===== config.mk =====
export PLATFORM = sky130hd
export DESIGN_NAME = i2c_regfront
export DESIGN_NICKNAME = d
export VERILOG_FILES = /design/src/rtl/i2c_rf_pkg.sv /design/src/rtl/i2c_rf_fifo.sv /design/src/rtl/i2c_rf_regs.sv /design/src/rtl/i2c_rf_irq.sv /design/src/rtl/i2c_regfront.sv
export SDC_FILE = /design/constraint.sdc
export NUM_CORES = 1
export LEC_CHECK = 0
export CELL_PAD_IN_SITES_DETAIL_PLACEMENT = 0
export CELL_PAD_IN_SITES_GLOBAL_PLACEMENT = 1
export CORE_ASPECT_RATIO = 1.2
export CORE_MARGIN = 1
export CORE_UTILIZATION = 40
export DETAILED_ROUTE_END_ITERATION = 8
export DONT_BUFFER_PORTS = 1
export PLACE_DENSITY_LB_ADDON = 0.1
export SKIP_LAST_GASP = 1
export SLEW_MARGIN = 40
export SYNTH_ARGS = -nofsm -noshare
export SYNTH_HDL_FRONTEND = slang
export SYNTH_SLANG_ARGS = --single-unit

===== constraint.sdc =====
create_clock -name clk -period 2.51 [get_ports clk]
set_clock_uncertainty 0.2 [all_clocks]
set_input_delay 0.3765 -clock clk [delete_from_list [all_inputs] [get_ports clk]]
set_output_delay 0.3765 -clock clk [all_outputs]
set_load 0.1 [all_outputs]

===== src/rtl/i2c_rf_pkg.sv =====
// Shared constants and types for the I2C register front end.
// Assumes word addressing on the host port; offsets below define the map.
package i2c_rf_pkg;
    timeunit 1ns; timeprecision 1ps;

    localparam int ADDR_W = 3;
    localparam int DATA_W = 32;
    localparam int CMD_W  = 10;
    localparam int IRQ_N  = 5;

    typedef enum logic [ADDR_W-1:0] {
        A_CMD    = 3'd0,
        A_RXDATA = 3'd1,
        A_CTRL   = 3'd2,
        A_IER    = 3'd3,
        A_ISR    = 3'd4,
        A_STAT   = 3'd5,
        A_CMDLVL = 3'd6,
        A_RXLVL  = 3'd7
    } reg_addr_e;

    // Status / enable bit positions
    localparam int B_CMDRDY = 0;
    localparam int B_RXRDY  = 1;
    localparam int B_ARB    = 2;
    localparam int B_NACK   = 3;
    localparam int B_RXOF   = 4;

    // Control bit positions
    localparam int C_EN      = 0;
    localparam int C_FAST    = 1;
    localparam int C_CTH_LSB = 4;
    localparam int C_RTH_LSB = 8;

    typedef struct packed {
        logic       start;
        logic       stop;
        logic [7:0] data;
    } cmd_word_t;
endpackage


===== src/rtl/i2c_rf_fifo.sv =====
// Synchronous FIFO with level output and synchronous clear.
// Assumes DEPTH >= 2. A push while full is dropped even if a pop
// happens in the same cycle; a pop while empty is ignored.
module i2c_rf_fifo #(
    parameter  int WIDTH = 8,
    parameter  int DEPTH = 4,
    localparam int PTR_W = $clog2(DEPTH),
    localparam int LVL_W = $clog2(DEPTH + 1)
) (
    input  logic             clk,
    input  logic             rst_n,
    input  logic             clr,
    input  logic             push,
    input  logic [WIDTH-1:0] wdata,
    input  logic             pop,
    output logic [WIDTH-1:0] rdata,
    output logic [LVL_W-1:0] level,
    output logic             full,
    output logic             empty
);
    timeunit 1ns; timeprecision 1ps;

    localparam logic [LVL_W-1:0] FULL_LVL = LVL_W'(DEPTH);
    localparam logic [PTR_W-1:0] LAST     = PTR_W'(DEPTH - 1);

    logic [WIDTH-1:0] mem [DEPTH];
    logic [PTR_W-1:0] wr_ptr, rd_ptr;
    logic             push_ok, pop_ok;

    assign full    = (level == FULL_LVL);
    assign empty   = (level == '0);
    assign push_ok = push & ~full;
    assign pop_ok  = pop & ~empty;
    assign rdata   = mem[rd_ptr];

    // Pointer and occupancy bookkeeping, cleared by reset or flush.
    always_ff @(posedge clk) begin
        if (!rst_n || clr) begin
            wr_ptr <= '0;
            rd_ptr <= '0;
            level  <= '0;
        end else begin
            if (push_ok) wr_ptr <= (wr_ptr == LAST) ? '0 : wr_ptr + 1'b1;
            if (pop_ok)  rd_ptr <= (rd_ptr == LAST) ? '0 : rd_ptr + 1'b1;
            case ({push_ok, pop_ok})
                2'b10:   level <= level + 1'b1;
                2'b01:   level <= level - 1'b1;
                default: level <= level;
            endcase
        end
    end

    // Storage write; contents need no reset.
    always_ff @(posedge clk) begin
        if (push_ok) mem[wr_ptr] <= wdata;
    end
endmodule


===== src/rtl/i2c_rf_regs.sv =====
// Control and enable registers, host write decode and read mux.
// Read data is combinational from the current address; side effects
// (pushes, pops, clears) are emitted as single-cycle strobes.
module i2c_rf_regs
    import i2c_rf_pkg::*;
#(
    parameter int LVL_W = 3,
    parameter int TH_W  = 2
) (
    input  logic              clk,
    input  logic              rst_n,
    input  logic              reg_wr,
    input  logic              reg_rd,
    input  logic [ADDR_W-1:0] reg_addr,
    input  logic [DATA_W-1:0] reg_wdata,
    input  logic [LVL_W-1:0]  cmd_lvl,
    input  logic [LVL_W-1:0]  rx_lvl,
    input  logic [7:0]        rx_head,
    input  logic              rx_empty,
    input  logic [IRQ_N-1:0]  isr,
    input  logic              busy,
    output logic              core_en,
    output logic              fast,
    output logic [TH_W-1:0]   cmd_th,
    output logic [TH_W-1:0]   rx_th,
    output logic [IRQ_N-1:0]  ier,
    output logic [DATA_W-1:0] reg_rdata,
    output logic              cmd_push,
    output logic              rx_pop,
    output logic [IRQ_N-1:0]  isr_w1c
);
    timeunit 1ns; timeprecision 1ps;

    reg_addr_e         addr;
    logic [DATA_W-1:0] ctrl_view;

    assign addr     = reg_addr_e'(reg_addr);
    assign cmd_push = reg_wr && (addr == A_CMD);
    assign rx_pop   = reg_rd && (addr == A_RXDATA);
    assign isr_w1c  = (reg_wr && (addr == A_ISR)) ? reg_wdata[IRQ_N-1:0] : '0;

    // Control and interrupt-enable register writes.
    always_ff @(posedge clk) begin
        if (!rst_n) begin
            core_en <= 1'b0;
            fast    <= 1'b0;
            cmd_th  <= '0;
            rx_th   <= '0;
            ier     <= '0;
        end else if (reg_wr) begin
            if (addr == A_CTRL) begin
                core_en <= reg_wdata[C_EN];
                fast    <= reg_wdata[C_FAST];
                cmd_th  <= reg_wdata[C_CTH_LSB +: TH_W];
                rx_th   <= reg_wdata[C_RTH_LSB +: TH_W];
            end
            if (addr == A_IER) ier <= reg_wdata[IRQ_N-1:0];
        end
    end

    // Assemble the control register readback.
    always_comb begin
        ctrl_view                        = '0;
        ctrl_view[C_EN]                  = core_en;
        ctrl_view[C_FAST]                = fast;
        ctrl_view[C_CTH_LSB +: TH_W]     = cmd_th;
        ctrl_view[C_RTH_LSB +: TH_W]     = rx_th;
    end

    // Read data selection by address.
    always_comb begin
        case (addr)
            A_RXDATA: reg_rdata = rx_empty ? '0 : {{(DATA_W-8){1'b0}}, rx_head};
            A_CTRL:   reg_rdata = ctrl_view;
            A_IER:    reg_rdata = {{(DATA_W-IRQ_N){1'b0}}, ier};
            A_ISR:    reg_rdata = {{(DATA_W-IRQ_N){1'b0}}, isr};
            A_STAT:   reg_rdata = {{(DATA_W-1){1'b0}}, busy};
            A_CMDLVL: reg_rdata = {{(DATA_W-LVL_W){1'b0}}, cmd_lvl};
            A_RXLVL:  reg_rdata = {{(DATA_W-LVL_W){1'b0}}, rx_lvl};
            default:  reg_rdata = '0;
        endcase
    end

    logic unused_wdata;
    assign unused_wdata = ^reg_wdata[DATA_W-1:C_RTH_LSB+TH_W];
endmodule


===== src/rtl/i2c_rf_irq.sv =====
// Interrupt status: two live ready conditions against thresholds and
// three sticky event flags with write-one-to-clear. A set and a clear
// in the same cycle leave the flag set. Output is status AND enable.
module i2c_rf_irq
    import i2c_rf_pkg::*;
#(
    parameter int LVL_W = 3,
    parameter int TH_W  = 2
) (
    input  logic             clk,
    input  logic             rst_n,
    input  logic [LVL_W-1:0] cmd_lvl,
    input  logic [LVL_W-1:0] rx_lvl,
    input  logic [TH_W-1:0]  cmd_th,
    input  logic [TH_W-1:0]  rx_th,
    input  logic             set_arb,
    input  logic             set_nack,
    input  logic             set_rxof,
    input  logic [IRQ_N-1:0] w1c,
    input  logic [IRQ_N-1:0] ier,
    output logic [IRQ_N-1:0] isr,
    output logic             irq
);
    timeunit 1ns; timeprecision 1ps;

    logic arb_q, nack_q, rxof_q;

    // Sticky event flags: clear by write-one, set wins.
    always_ff @(posedge clk) begin
        if (!rst_n) begin
            arb_q  <= 1'b0;
            nack_q <= 1'b0;
            rxof_q <= 1'b0;
        end else begin
            arb_q  <= (arb_q  & ~w1c[B_ARB])  | set_arb;
            nack_q <= (nack_q & ~w1c[B_NACK]) | set_nack;
            rxof_q <= (rxof_q & ~w1c[B_RXOF]) | set_rxof;
        end
    end

    // Raw status vector with live ready levels.
    always_comb begin
        isr           = '0;
        isr[B_CMDRDY] = (cmd_lvl <= LVL_W'(cmd_th));
        isr[B_RXRDY]  = (rx_lvl > LVL_W'(rx_th));
        isr[B_ARB]    = arb_q;
        isr[B_NACK]   = nack_q;
        isr[B_RXOF]   = rxof_q;
    end

    assign irq = |(isr & ier);

    logic unused_live_w1c;
    assign unused_live_w1c = w1c[B_CMDRDY] ^ w1c[B_RXRDY];
endmodule


===== src/rtl/i2c_regfront.sv =====
// Top of the I2C master register front end: register block, command
// FIFO toward the bus engine, receive FIFO from it, interrupt unit.
// Assumes 2 <= DEPTH <= 16 so thresholds fit their control fields.
module i2c_regfront
    import i2c_rf_pkg::*;
#(
    parameter  int DEPTH = 4,
    localparam int LVL_W = $clog2(DEPTH + 1),
    localparam int TH_W  = $clog2(DEPTH)
) (
    input  logic              clk,
    input  logic              rst_n,
    input  logic              reg_wr,
    input  logic              reg_rd,
    input  logic [ADDR_W-1:0] reg_addr,
    input  logic [DATA_W-1:0] reg_wdata,
    output logic [DATA_W-1:0] reg_rdata,
    output logic              cmd_valid,
    output logic [CMD_W-1:0]  cmd_word,
    input  logic              cmd_ready,
    input  logic              rx_valid,
    input  logic [7:0]        rx_byte,
    input  logic              ev_arb,
    input  logic              ev_nack,
    input  logic              eng_busy,
    output logic              eng_abort,
    output logic              bus_fast,
    output logic              irq
);
    timeunit 1ns; timeprecision 1ps;

    logic             core_en, flush;
    logic [TH_W-1:0]  cmd_th, rx_th;
    logic [IRQ_N-1:0] ier, isr, isr_w1c;
    logic             cmd_push, cmd_pop, cmd_full, cmd_empty;
    logic             rx_pop, rx_full, rx_empty;
    logic [LVL_W-1:0] cmd_lvl, rx_lvl;
    logic [7:0]       rx_head;
    cmd_word_t        cmd_in, cmd_out;
    logic             busy;

    assign flush     = ~core_en;
    assign eng_abort = flush;
    assign cmd_valid = core_en & ~cmd_empty;
    assign cmd_pop   = cmd_valid & cmd_ready;
    assign cmd_in    = cmd_word_t'(reg_wdata[CMD_W-1:0]);
    assign cmd_word  = cmd_out;
    assign busy      = eng_busy | ~cmd_empty;

    i2c_rf_regs #(.LVL_W(LVL_W), .TH_W(TH_W)) u_regs (
        .clk       (clk),
        .rst_n     (rst_n),
        .reg_wr    (reg_wr),
        .reg_rd    (reg_rd),
        .reg_addr  (reg_addr),
        .reg_wdata (reg_wdata),
        .cmd_lvl   (cmd_lvl),
        .rx_lvl    (rx_lvl),
        .rx_head   (rx_head),
        .rx_empty  (rx_empty),
        .isr       (isr),
        .busy      (busy),
        .core_en   (core_en),
        .fast      (bus_fast),
        .cmd_th    (cmd_th),
        .rx_th     (rx_th),
        .ier       (ier),
        .reg_rdata (reg_rdata),
        .cmd_push  (cmd_push),
        .rx_pop    (rx_pop),
        .isr_w1c   (isr_w1c)
    );

    i2c_rf_fifo #(.WIDTH(CMD_W), .DEPTH(DEPTH)) u_cmd_fifo (
        .clk   (clk),
        .rst_n (rst_n),
        .clr   (flush),
        .push  (cmd_push),
        .wdata (cmd_in),
        .pop   (cmd_pop),
        .rdata (cmd_out),
        .level (cmd_lvl),
        .full  (cmd_full),
        .empty (cmd_empty)
    );

    i2c_rf_fifo #(.WIDTH(8), .DEPTH(DEPTH)) u_rx_fifo (
        .clk   (clk),
        .rst_n (rst_n),
        .clr   (flush),
        .push  (rx_valid),
        .wdata (rx_byte),
        .pop   (rx_pop),
        .rdata (rx_head),
        .level (rx_lvl),
        .full  (rx_full),
        .empty (rx_empty)
    );

    i2c_rf_irq #(.LVL_W(LVL_W), .TH_W(TH_W)) u_irq (
        .clk      (clk),
        .rst_n    (rst_n),
        .cmd_lvl  (cmd_lvl),
        .rx_lvl   (rx_lvl),
        .cmd_th   (cmd_th),
        .rx_th    (rx_th),
        .set_arb  (core_en & ev_arb),
        .set_nack (core_en & ev_nack),
        .set_rxof (core_en & rx_valid & rx_full),
        .w1c      (isr_w1c),
        .ier      (ier),
        .isr      (isr),
        .irq      (irq)
    );

    logic unused_cmd_full;
    assign unused_cmd_full = cmd_full;
endmodule


==> flow_summary_export.csv <==
group,metric,value,unit
synthesis,yosys_warnings,0,
timing,tightest_slew,524,ps
placement,dp_hpwl,6510,µm
global_routing,grt_max_degree,19,
layout,antenna_cells,0,
cts,path_clk_slew,70,ps
timing,hold_viol,0,
cts,clk_latency,340,ps
synthesis,ys_async_sr_fraction,0,
synthesis,yosysSeqAreaShare,0.603,
timing,relSlewSlack,0.651,
critical_path,critPathMaxFanout,8,
cts,cts.path.max_buffers,2,
power,clock_power_share,0.379,
critical_path,reg2reg_depth,9,
detailed_routing,dr.first_iter.drc_count,108,
synthesis,ys_ff_latch,104,
critical_path,crit_path_end,"reg_rdata[0]",
critical_path,cp_slowest_stage_delay,520,ps
placement,port_buffers,0,
critical_path,cp.required,1930,ps
synthesis,yosysMostFrequentCell,"edfxtp_1",
power,leakage,0.00194,µW
detailed_routing,wl,9040,µm
global_routing,grt_pass1_wl,14100,µm
timing,period_share,0.964,
placement,place.gp.congestion,0.724,
detailed_routing,wire_per_inst,17.1,µm
timing,fin_crit,2420,ps
power,combPwrFrac,0.088,
floorplanning,die-area,12100,µm²
critical_path,crit_path_end_kind,"primary output",
synthesis,synth_area_leader_cell,"edfxtp_1",
synthesis,yosysUniqueCellTypes,37,
power,p_switching,874,µW
power,vdd_drop_max,0.314,mV
run_status,status,"finished, final reports clean",
critical_path,worstPathArrival,1840,ps
floorplanning,die_w,100,µm
synthesis,yosys-top-cells-count,"edfxtp_1, dfxtp_1, buf_4",
synthesis,syn_area,4650,µm²
detailed_routing,via_per_inst,4.90,
global_routing,grt_pass1_vias,2620,
power,switching_share,0.252,
critical_path,worst_setup_path_start_kind,"flop",
synthesis,synth_cells,327,
hold_path,min_path_type,"input port to flop",
global_routing,grt_usage,0.160,
floorplanning,die_y,120,µm
power,p_per_area,635,nW/µm²
synthesis,synth_top_area_frac,0.465,
layout,post-route-util,0.489,
timing,setup_violations,0,
cts,numClockSinks,104,
cts,tritoncts,"built",
detailed_routing,dr.pass1.iters,5,
layout,layout-drive-gt1-share,0.207,
critical_path,crit_type,"flop to primary output",
floorplanning,core,11200,µm²
floorplanning,rows,42,
placement,pre_cts_slack,-13.4,ps
flow_run,max-cap-violations,0,
synthesis,synth_area_leaders,"edfxtp_1, dfxtp_1, mux4_2, ha_1, mux2i_1",
global_routing,overflow,0,
critical_path,critical_path.cell_chain,"buf_8 > mux4_2 > a32oi_1 > nand2_1 > buf_12",
synthesis,synth_area_per_cell,14.2,µm²
floorplanning,initial_utilization,0.415,
cts,cts_buffers,9,
timing,fin_ws,91.3,ps
cts,root_buffer,"clkbuf_16",
layout,layout.cells.non_filler,530,
synthesis,synth_edf_count,72,
placement,dp.cells,493,
power,total_power,3470,µW
detailed_routing,ant_nets,0,
timing,rsz0062_at_grt,"no",
critical_path,rrSetupSlack,230,ps
timing,drv_slew,0,
layout,areaGrowthSynthToFinish,17.7,%
synthesis,synthFlopType,"edfxtp_1",
timing,finalSetupTns,0,ps
critical_path,reg2reg_to,"u_rx_fifo.level[2]",
cts,htreeDepth,3,
power,seqPwrFrac,0.533,
power,internal-power,2600,µW
detailed_routing,drcViolationCount,0,
floorplanning,io_pins,98,
global_routing,antenna_found_initial,0,
critical_path,timing.rr.start,"u_rx_fifo.level[1]",
detailed_routing,dr_total_vias,2597,
critical_path,worst_path_max_delay_cell,"mux4_2",
layout,nets,441,
timing,maxClockFrequency,0.413,GHz
registers in the layout, summed over array words and instances, names as in the netlist, named ones only:
| name | cells |
|---|---|
| u_cmd_fifo.mem | 40 |
| u_rx_fifo.mem | 32 |
| u_regs.ier | 5 |
| u_cmd_fifo.level | 3 |
| u_rx_fifo.level | 3 |
| u_cmd_fifo.rd_ptr | 2 |
| u_cmd_fifo.wr_ptr | 2 |
| u_regs.cmd_th | 2 |
| u_regs.rx_th | 2 |
| u_rx_fifo.rd_ptr | 2 |
| u_rx_fifo.wr_ptr | 2 |
| u_irq.arb_q | 1 |
| u_irq.nack_q | 1 |
| u_irq.rxof_q | 1 |
| u_regs.core_en | 1 |
| u_regs.fast | 1 |
routing by layer:
| layer | GRT usage | wire length, µm | vias to the layer above |
|---|---|---|---|
| met5 | 0 | 0 | - |
| met4 | 0.0761 | 244 | 0 |
| met3 | 0.0454 | 438 | 17 |
| met2 | 0.270 | 4720 | 61 |
| met1 | 0.186 | 3640 | 1274 |
| li1 | - | - | 1245 |
power groups by stage:
stage          logic (µW)  registers, µW  clock network [µW]
6_report              304           1850                1320
5_1_grt               318           1850                1410
4_1_cts               305           1850                1350
3_5_place_dp          262           1890                   0
3_3_place_gp          261           1890                   0
2_1_floorplan         269           1890                   0
per-stage QoR:
stage                     hold slack, ps  cell area (µm²)
after global routing                3.53             5470
after detailed placement             276             4940
after floorplan                      254             4730
after global placement               276             4940
after CTS                           1.55             5440
final                               9.83             5470
repair_timing:
item | in CTS | in global routing
hold buffers | 20 | 0
setup endpoints to repair | 3 | 4
resized for setup | 9 | 9
setup buffers | 0 | 1
pin swaps | 1 | 4
hold endpoints to repair | 86 | 0
final cells by class:
| type | count | area, µm² |
|---|---|---|
| Sequential cell | 104 | 2810 |
| Inverter | 18 | 67.6 |
| Clock buffer | 10 | 229 |
| Clock inverter | 6 | 50.0 |
| Tap cell | 154 | 193 |
| Fill cell | 1005 | 5720 |
| Timing Repair Buffer | 45 | 470 |
| Multi-Input combinational cell | 193 | 1650 |
worst max-delay path, delay by kind of cell, from the launching register on:
kind / cells / cell delay, ps
muxes: 1 / 520
and+or+nand+nor: 1 / 140
buffers and inverters: 2 / 330
DFF: 1 / 330
AOI/OAI and AO/OA: 1 / 170
worst min path at each step:
stage / slack [ps] / cells past startpoint / endpoint / startpoint
2_1_floorplan: 250 / 2 / flop / u_cmd_fifo.rd_ptr[1]
3_3_place_gp: 280 / 0 / u_rx_fifo.mem[3][4] / rx_byte[4]
3_5_place_dp: 280 / 0 / u_rx_fifo.mem[3][7] / rx_byte[7]
4_1_cts: 2 / 2 / u_regs.fast / reg_wdata[1]
5_1_grt: 4 / 2 / u_regs.fast / reg_wdata[1]
6_report: 10 / 2 / u_regs.fast / reg_wdata[1]
cells in the final DEF, fill, tap and decap left out, types with 9 or more instances in the layout:
master / count
buf_4: 18
conb_1: 22
ha_1: 16
edfxtp_1: 72
mux4_2: 18
nor2b_1: 15
clkbuf_16: 9
dfxtp_1: 25
mux2i_1: 18
dlygate4sd3_1: 20
inv_1: 18
nand2_1: 15
nor2_1: 15
nand3_1: 10
cell families (layout without fill, tap and decap cells):
logic type / Yosys count / count (layout) / share of synthesized area
buf+inv: 51 / 79 / 0.0622
simple gates: 80 / 80 / 0.0921
xor+xnor: 4 / 4 / 0.00754
flops: 104 / 104 / 0.603
compound gates: 30 / 30 / 0.0463
mux: 39 / 39 / 0.136
fa+ha+maj: 18 / 18 / 0.0517
other cells: 1 / 22 / 0.000807
Power figures use the tool's default switching activity.
